File: src/rtl/wu_pkg.sv
package wu_pkg;

    typedef enum logic [1:0] {
        PH_FUNC = 2'b00,
        PH_PIPE = 2'b01,
        PH_MEAS = 2'b10,
        PH_DONE = 2'b11
    } wu_phase_e;

endpackage

File: src/rtl/wu_interval_ctr.sv
module wu_interval_ctr #(
    parameter int unsigned INTERVAL_LEN = 10000,
    parameter int unsigned ACC_W        = 16
) (
    input  logic             clk,
    input  logic             rst_n,
    input  logic             clr_i,
    input  logic             active_i,
    input  logic             retire_i,
    input  logic             cold_i,
    output logic             done_o,
    output logic [ACC_W-1:0] count_o
);
    localparam int unsigned IW = (INTERVAL_LEN > 2) ? $clog2(INTERVAL_LEN) : 1;

    logic [IW-1:0]    instr_q;
    logic [ACC_W-1:0] acc_q;
    logic [ACC_W-1:0] acc_nx;
    logic             last;
    logic             done_q;
    logic [ACC_W-1:0] count_q;

    always_comb begin
        acc_nx = acc_q;
        if (cold_i && (acc_q != {ACC_W{1'b1}})) begin
            acc_nx = acc_q + 1'b1;
        end
        last = retire_i && (instr_q == IW'(INTERVAL_LEN - 1));
    end

    always_ff @(posedge clk) begin
        if (!rst_n || clr_i) begin
            instr_q <= '0;
            acc_q   <= '0;
            done_q  <= 1'b0;
            count_q <= '0;
        end else begin
            done_q <= active_i && last;
            if (active_i) begin
                if (retire_i) begin
                    instr_q <= last ? '0 : instr_q + 1'b1;
                end
                if (last) begin
                    count_q <= acc_nx;
                    acc_q   <= '0;
                end else begin
                    acc_q <= acc_nx;
                end
            end
        end
    end

    assign done_o  = done_q;
    assign count_o = count_q;

    // an interval spans at least two retirements, so its close is a lone pulse
    p_close_single_r2: assert property (@(posedge clk) disable iff (!rst_n)
        done_q |=> !done_q);

    // the position within the interval never reaches the interval length
    p_pos_bound_r2: assert property (@(posedge clk) disable iff (!rst_n)
        32'(instr_q) < INTERVAL_LEN);

endmodule

File: src/rtl/wu_window.sv
module wu_window #(
    parameter int unsigned HIST_N   = 20,
    parameter int unsigned THRESH_T = 10,
    parameter int unsigned ACC_W    = 16
) (
    input  logic             clk,
    input  logic             rst_n,
    input  logic             clr_i,
    input  logic             push_i,
    input  logic [ACC_W-1:0] val_i,
    output logic             fire_o
);
    localparam int unsigned PW    = (HIST_N > 2) ? $clog2(HIST_N) : 1;
    localparam int unsigned FW    = $clog2(HIST_N + 1);
    localparam int unsigned SUM_W = ACC_W + FW;
    localparam int unsigned LIMIT = HIST_N * THRESH_T;

    logic [ACC_W-1:0] hist_q [HIST_N];
    logic [PW-1:0]    wp_q;
    logic [FW-1:0]    fill_q;
    logic [SUM_W-1:0] sum_q;
    logic [SUM_W-1:0] sum_nx;
    logic             filled_nx;

    for (genvar g = 0; g < HIST_N; g++) begin : g_slot
        always_ff @(posedge clk) begin
            if (!rst_n || clr_i) begin
                hist_q[g] <= '0;
            end else if (push_i && (wp_q == PW'(g))) begin
                hist_q[g] <= val_i;
            end
        end
    end

    always_comb begin
        sum_nx    = sum_q + SUM_W'(val_i) - SUM_W'(hist_q[wp_q]);
        filled_nx = (fill_q >= FW'(HIST_N - 1));
        fire_o    = push_i && filled_nx && (32'(sum_nx) < LIMIT);
    end

    always_ff @(posedge clk) begin
        if (!rst_n || clr_i) begin
            wp_q   <= '0;
            fill_q <= '0;
            sum_q  <= '0;
        end else if (push_i) begin
            wp_q  <= (wp_q == PW'(HIST_N - 1)) ? '0 : wp_q + 1'b1;
            sum_q <= sum_nx;
            if (fill_q != FW'(HIST_N)) begin
                fill_q <= fill_q + 1'b1;
            end
        end
    end

    // a clear empties the window
    p_clear_empty_r10: assert property (@(posedge clk) disable iff (!rst_n)
        clr_i |=> (sum_q == '0) && (fill_q == '0));

    // the filled-interval tally never exceeds the window depth
    p_fill_cap_r3: assert property (@(posedge clk) disable iff (!rst_n)
        32'(fill_q) <= HIST_N);

    // with nothing pushed the window sum holds
    p_sum_hold_r5: assert property (@(posedge clk) disable iff (!rst_n)
        (!push_i && !clr_i) |=> $stable(sum_q));

endmodule

File: src/rtl/wu_phase_fsm.sv
module wu_phase_fsm
    import wu_pkg::*;
#(
    parameter int unsigned PIPE_LEN = 4000,
    parameter int unsigned MEAS_LEN = 1000000,
    parameter int unsigned MEAS_W   = 20
) (
    input  logic              clk,
    input  logic              rst_n,
    input  logic              begin_i,
    input  logic              retire_i,
    input  logic              cold_i,
    input  logic              zero_lines_i,
    input  logic              win_fire_i,
    output logic [1:0]        phase_o,
    output logic              warm_o,
    output logic              func_o,
    output logic [MEAS_W-1:0] meas_cnt_o
);
    localparam int unsigned CMAX = (PIPE_LEN > MEAS_LEN) ? PIPE_LEN : MEAS_LEN;
    localparam int unsigned CW   = (CMAX > 2) ? $clog2(CMAX) : 1;

    wu_phase_e         state_q, state_d;
    logic [CW-1:0]     cnt_q;
    logic [MEAS_W-1:0] meas_q;
    logic              count_en;

    // next-state logic
    always_comb begin
        state_d = state_q;
        if (begin_i) begin
            state_d = PH_FUNC;
        end else begin
            unique case (state_q)
                PH_FUNC: if (zero_lines_i || win_fire_i) state_d = PH_PIPE;
                PH_PIPE: if (retire_i && (cnt_q == CW'(PIPE_LEN - 1))) state_d = PH_MEAS;
                PH_MEAS: if (retire_i && (cnt_q == CW'(MEAS_LEN - 1))) state_d = PH_DONE;
                PH_DONE: state_d = PH_DONE;
                default: state_d = PH_FUNC;
            endcase
        end
    end

    // state register
    always_ff @(posedge clk) begin
        if (!rst_n) begin
            state_q <= PH_FUNC;
        end else begin
            state_q <= state_d;
        end
    end

    // outputs
    always_comb begin
        phase_o    = state_q;
        warm_o     = (state_q != PH_FUNC);
        func_o     = (state_q == PH_FUNC);
        count_en   = (state_q == PH_PIPE) || (state_q == PH_MEAS);
        meas_cnt_o = meas_q;
    end

    // phase length and measurement counters
    always_ff @(posedge clk) begin
        if (!rst_n || begin_i) begin
            cnt_q  <= '0;
            meas_q <= '0;
        end else begin
            if (state_q != state_d) begin
                cnt_q <= '0;
            end else if (retire_i && count_en) begin
                cnt_q <= cnt_q + 1'b1;
            end
            if (count_en && cold_i && (meas_q != {MEAS_W{1'b1}})) begin
                meas_q <= meas_q + 1'b1;
            end
        end
    end

    // finished stays finished until begin
    p_done_sticky_r8: assert property (@(posedge clk) disable iff (!rst_n)
        (state_q == PH_DONE && !begin_i) |=> (state_q == PH_DONE));

    // begin restarts functional warm-up with an empty total
    p_begin_restart_r10: assert property (@(posedge clk) disable iff (!rst_n)
        begin_i |=> (state_q == PH_FUNC) && (meas_q == '0));

    // no cold lines left ends functional warm-up at the next edge
    p_zero_exit_r6: assert property (@(posedge clk) disable iff (!rst_n)
        (state_q == PH_FUNC && !begin_i && zero_lines_i) |=> (state_q == PH_PIPE));

    // the total is frozen outside the pipeline and measured phases
    p_total_frozen_r9: assert property (@(posedge clk) disable iff (!rst_n)
        ((state_q == PH_FUNC || state_q == PH_DONE) && !begin_i) |=> $stable(meas_q));

    // pipeline warm-up can only hold or advance to measurement
    p_pipe_order_r7: assert property (@(posedge clk) disable iff (!rst_n)
        (state_q == PH_PIPE && !begin_i) |=> (state_q == PH_PIPE || state_q == PH_MEAS));

endmodule

File: src/rtl/wu_detector.sv
module wu_detector
    import wu_pkg::*;
#(
    parameter int unsigned INTERVAL_LEN = 10000,
    parameter int unsigned HIST_N       = 20,
    parameter int unsigned THRESH_T     = 10,
    parameter int unsigned ACC_W        = 16,
    parameter int unsigned PIPE_LEN     = 4000,
    parameter int unsigned MEAS_LEN     = 1000000,
    parameter int unsigned MEAS_W       = 20,
    parameter int unsigned LINE_W       = 16
) (
    input  logic              clk,
    input  logic              rst_n,
    input  logic              begin_i,
    input  logic              retire_i,
    input  logic              cold_acc_i,
    input  logic [LINE_W-1:0] cold_lines_i,
    output logic [1:0]        phase_o,
    output logic              warm_o,
    output logic [MEAS_W-1:0] meas_cold_o
);
    logic             func_w;
    logic             iv_done_w;
    logic [ACC_W-1:0] iv_count_w;
    logic             fire_w;
    logic             zero_lines_w;

    assign zero_lines_w = (cold_lines_i == '0);

    wu_interval_ctr #(
        .INTERVAL_LEN (INTERVAL_LEN),
        .ACC_W        (ACC_W)
    ) u_ivl (
        .clk      (clk),
        .rst_n    (rst_n),
        .clr_i    (begin_i),
        .active_i (func_w),
        .retire_i (retire_i),
        .cold_i   (cold_acc_i),
        .done_o   (iv_done_w),
        .count_o  (iv_count_w)
    );

    wu_window #(
        .HIST_N   (HIST_N),
        .THRESH_T (THRESH_T),
        .ACC_W    (ACC_W)
    ) u_win (
        .clk    (clk),
        .rst_n  (rst_n),
        .clr_i  (begin_i),
        .push_i (iv_done_w),
        .val_i  (iv_count_w),
        .fire_o (fire_w)
    );

    wu_phase_fsm #(
        .PIPE_LEN (PIPE_LEN),
        .MEAS_LEN (MEAS_LEN),
        .MEAS_W   (MEAS_W)
    ) u_fsm (
        .clk          (clk),
        .rst_n        (rst_n),
        .begin_i      (begin_i),
        .retire_i     (retire_i),
        .cold_i       (cold_acc_i),
        .zero_lines_i (zero_lines_w),
        .win_fire_i   (fire_w),
        .phase_o      (phase_o),
        .warm_o       (warm_o),
        .func_o       (func_w),
        .meas_cnt_o   (meas_cold_o)
    );

    // a window pass only ever arrives while functional warm-up runs or just after
    p_fire_in_func_r4: assert property (@(posedge clk) disable iff (!rst_n)
        (fire_w && func_w && !begin_i) |=> (phase_o == 2'b01));

endmodule

File: config.mk
export PLATFORM = sky130hd
export DESIGN_NAME = wu_detector
export DESIGN_NICKNAME = d
export VERILOG_FILES = /design/src/rtl/wu_pkg.sv /design/src/rtl/wu_interval_ctr.sv /design/src/rtl/wu_window.sv /design/src/rtl/wu_phase_fsm.sv /design/src/rtl/wu_detector.sv
export SDC_FILE = /design/constraint.sdc
export NUM_CORES = 1
export LEC_CHECK = 0
export BUFFER_PORTS_ARGS = -buffer_cell sky130_fd_sc_hd__buf_2
export CELL_PAD_IN_SITES_DETAIL_PLACEMENT = 2
export CELL_PAD_IN_SITES_GLOBAL_PLACEMENT = 2
export CORE_UTILIZATION = 44
export DETAILED_ROUTE_END_ITERATION = 12
export PLACE_DENSITY_LB_ADDON = 0.1
export SLEW_MARGIN = 25
export SYNTH_ARGS = -nofsm -noshare
export SYNTH_HDL_FRONTEND = slang
export SYNTH_SLANG_ARGS = --single-unit
File: constraint.sdc
create_clock -name clk -period 7 [get_ports clk]
set_input_delay 0.35 -clock clk [delete_from_list [all_inputs] [get_ports clk]]
set_output_delay 0.35 -clock clk [all_outputs]
set_load 0.01 [all_outputs]
==> summary.txt <==
Floorplanning
  • Core ar.: 0.0491 sq mm
  • Die Area: roughly 0.051 sq mm
  • # rows: 81
  • Die H: roughly 230 um
  • Starting Density: 0.448
  • Top-Level Pins: between 40 and 50
  • Die X: about 230 um

Worst hold path
  • Min-delay worst type: in2reg

Run
  • Max Cap Violations: 0

Global route
  • First-pass GRT wire length: 106 mm
  • Largest net degree at the start of global routing: 84
  • Total gr overflow: 0
  • Vias in the first global route: roughly 17k
  • Initial antenna violation count: 2
  • GRT Util Overall: 0.281

Setup path
  • Top delay family on crit path: multiplexers
  • CP Capture Type: flip-flop
  • CP peak stage delay: around 0.76 ns
  • Cells along the critical path: buf_12 > mux4_2 > mux4_2 > mux2_2 > fa_1 > inv_1 > ha_1 > and4_1 > a32oi_1 > nand4_1 > a311oi_1 > xor2_1 > nand4_2 > o41ai_4 > buf_4 > a21oi_1
  • Worst r2r path cells: 16
  • Startpoint types: flip-flop
  • Critical-path top delay cell: dfxtp_4
  • Crit-path max FO: 31
  • WP depth: 16
  • Most Frequent Cell on Critical Path: mux4_2
  • Critical Path RT: ~7.5 ns
  • CP bufs+invs: 3
  • Crit path DAT: between 6 and 7 ns
  • Worst R2R End: u_fsm.cnt_q[10]
  • Reg2Reg Setup Slack: 0.92 ns
  • Critical setup path kind: reg2reg
  • CP Capture Point: u_fsm.cnt_q[10]

Final layout
  • Ratio of cells with drive above 1 in the final layout: 0.172
  • FILL cells: between 4k and 5k
  • Nets@finish: 1863
  • Diode count: 0
  • Post-route cell area: 0.0244 sq mm
  • Syn-to-layout area delta: 11.0%
  • Final cell count without fillers: between 2k and 2.5k

Clocking
  • Post-CTS setup buffers: 0
  • Clock Tree Root: clkbuf_16
  • Clock latency on the worst-skew pair: 0.62 ns
  • Sink Count: between 400 and 500
  • H-tree depth: 2
  • Clk buf depth: 3
  • TritonCTS clock tree: built
  • Clk slew on worst S/H paths: 0.06 ns
  • Total CTS buffers: 50
  • CTS Hold Bufs: 0
  • Cts repair resizes: 0

Timing
  • Max Slew Vio Count: 0
  • Max Freq: roughly 160 MHz
  • Tmin final: just over 6 ns
  • Clk_skew: between 0.03 and 0.04 ns
  • Slew HR: 0.268
  • Final setup fails: 0
  • RSZ-0062 raised after global routing: no
  • Tcrit/Tclk final: 0.869
  • Tightest Pin Transition: approximately 1.1 ns
  • Final WS setup: slightly above 0.9 ns
  • Final hold slack: ~0.027 ns
  • Hold Fails Final Rpt: 0
  • TNS Setup: 0 ns

Placed design
  • Routability congestion estimate: 0.839
  • Post-place setup slack: just under 0.9 ns
  • HPWL Detailed: 42.4 mm
  • PortBufs: 43
  • Placed inst area: roughly 0.023 sq mm
  • Placed Cells incl. Taps: 2401

Yosys
  • Post-synth top flop: edfxtp_1
  • Seq/Total Area, Yosys: 0.551
  • Post-Syn Area: 0.0220 sq mm
  • Syn nets: 1895
  • Synth top area cells: edfxtp_1 44%, dfxtp_1 11%, mux4_2 9.8%
  • Netlist cell types: between 60 and 70
  • Count leader, synth: edfxtp_1
  • Synthesized area per cell: about 12 sq um
  • Flops & latches, synth: approximately 450
  • Synth warn: 0
  • Post-synth EDFFs: 320
  • Asr flop ratio synth: 0
  • List of most frequent post-synthesis cells: 320 x edfxtp_1, 190 x nor4_1, 143 x nor2_1
  • Post-synth top area share: 0.437
  • Cell taking the most area after synthesis: edfxtp_1
  • Synth Instances: roughly 1.8k

Run status
  • Status: finished clean

Route
  • Vias/cell: around 6.1
  • First drt pass iteration count: 5
  • Final wirelength: around 69 mm
  • DRC viols: 0
  • Initial DRC Count: between 1k and 1.5k
  • Avg WL per Cell: ~28 um
  • ANT nets after route: 0
  • Routed vias: around 15k

Power
  • IR drop worst, VDD: around 0.00016 V
  • Leakage: a little over 8 nW
  • PD cells: 234 mW/mm^2
[placed cells by master, fill, tap and decap left out, types with 16 or more instances in the layout]
| cell | synthesis | final |
|---|---|---|
| mux4_2 | 96 | 96 |
| dfxtp_1 | 125 | 123 |
| a21oi_1 | 43 | 43 |
| buf_2 | 2 | 43 |
| a211oi_1 | 21 | 21 |
| xnor2_1 | 51 | 51 |
| nand3_1 | 25 | 25 |
| nand2_1 | 68 | 60 |
| nor3_1 | 100 | 100 |
| fa_1 | 16 | 16 |
| mux2i_1 | 17 | 17 |
| ha_1 | 37 | 37 |
| nor2_1 | 143 | 143 |
| inv_1 | 74 | 74 |
| o21ai_0 | 45 | 30 |
| buf_4 | 1 | 33 |
| mux2_2 | 19 | 19 |
| clkbuf_16 | 0 | 51 |
| clkinv_1 | 16 | 24 |
| edfxtp_1 | 320 | 320 |
| nand4_1 | 26 | 26 |
| xor2_1 | 38 | 38 |
| and3_1 | 21 | 21 |
| nor4_1 | 190 | 189 |
| and2_1 | 67 | 67 |
[layer usage]
layer / part of all wire / routed length, um / GRT usage / up-vias
li1: - / - / - / 6829
met1: 0.40 / 27900 / 0.344 / 7906
met2: 0.51 / 34900 / 0.489 / 443
met3: 0.057 / 3910 / 0.0553 / 129
met4: 0.034 / 2310 / 0.100 / 0
met5: 0 / 0 / 0 / -
[area by class of cell]
cell class | instances | area, sq um | area share
Clock buffer | 68 | 1360 | 0.0558
Clock inverter | 25 | 190 | 0.00780
Inverter | 90 | 338 | 0.0139
Multi-Input combinational cell | 1124 | 9030 | 0.371
Sequential cell | 445 | 12100 | 0.497
Tap cell | 664 | 831 | 0.0341
Timing Repair Buffer | 78 | 503 | 0.0206
[worst min-delay path, delay by kind of cell]
family,cells,cell delay [ns]
buffers and inverters,1,0.13
AND/OR/NAND/NOR,1,0.06
AO/OA/AOI/OAI,1,0.04
[power by group]
group	total (mW)	leakage, nW	internal, mW	switching (mW)
Combinational	0.235	2.90	0.0702	0.165
Clock	2.55	0.763	1.44	1.11
Sequential	2.92	4.57	2.89	0.0266
Total	5.70	8.23	4.40	1.30
[flip-flops by register name (all words and copies together), names as in the netlist, named ones only]
register and flops:
u_fsm.meas_cnt_o 20, u_win.hist_q 320, u_ivl.count_o 16, u_win.wp_q 5
u_fsm.cnt_q 20, u_ivl.acc_q 16, u_fsm.phase_o 2, u_ivl.done_o 1
u_ivl.instr_q 14, u_win.fill_q 5, u_win.sum_q 21
[kinds of logic (layout without fill, tap and decap cells)]
family                     count (synthesis)  count (layout)  synth area share
adders and majority gates                 53              53            0.0357
AOI/OAI and AO/OA                        170             170            0.0521
muxes                                    132             132             0.116
xor gates and xnor gates                  89              89            0.0355
DFF                                      445             445             0.551
and+or+nand+nor                          680             680             0.165
buffers and inverters                    252             261            0.0445
[per-stage QoR]
stage          total power [mW]  utilization
2_1_floorplan              3.10            -
3_3_place_gp               3.19        0.465
3_5_place_dp               3.21        0.465
4_1_cts                    5.75        0.497
5_1_grt                    5.87        0.497
6_report                   5.70        0.497
[worst min-delay path by stage]
stage / start / end / cells past startpoint
after floorplan: u_win.sum_q[1] / u_win.sum_q[1] / 2
after global placement: u_win.sum_q[1] / u_win.sum_q[1] / 2
after detailed placement: u_win.sum_q[4] / u_win.sum_q[4] / 2
after CTS: rst_n / u_fsm.phase_o[1] / 3
after global routing: rst_n / u_fsm.phase_o[1] / 3
final: rst_n / u_fsm.phase_o[1] / 3
(Power assumes the default switching activity.)
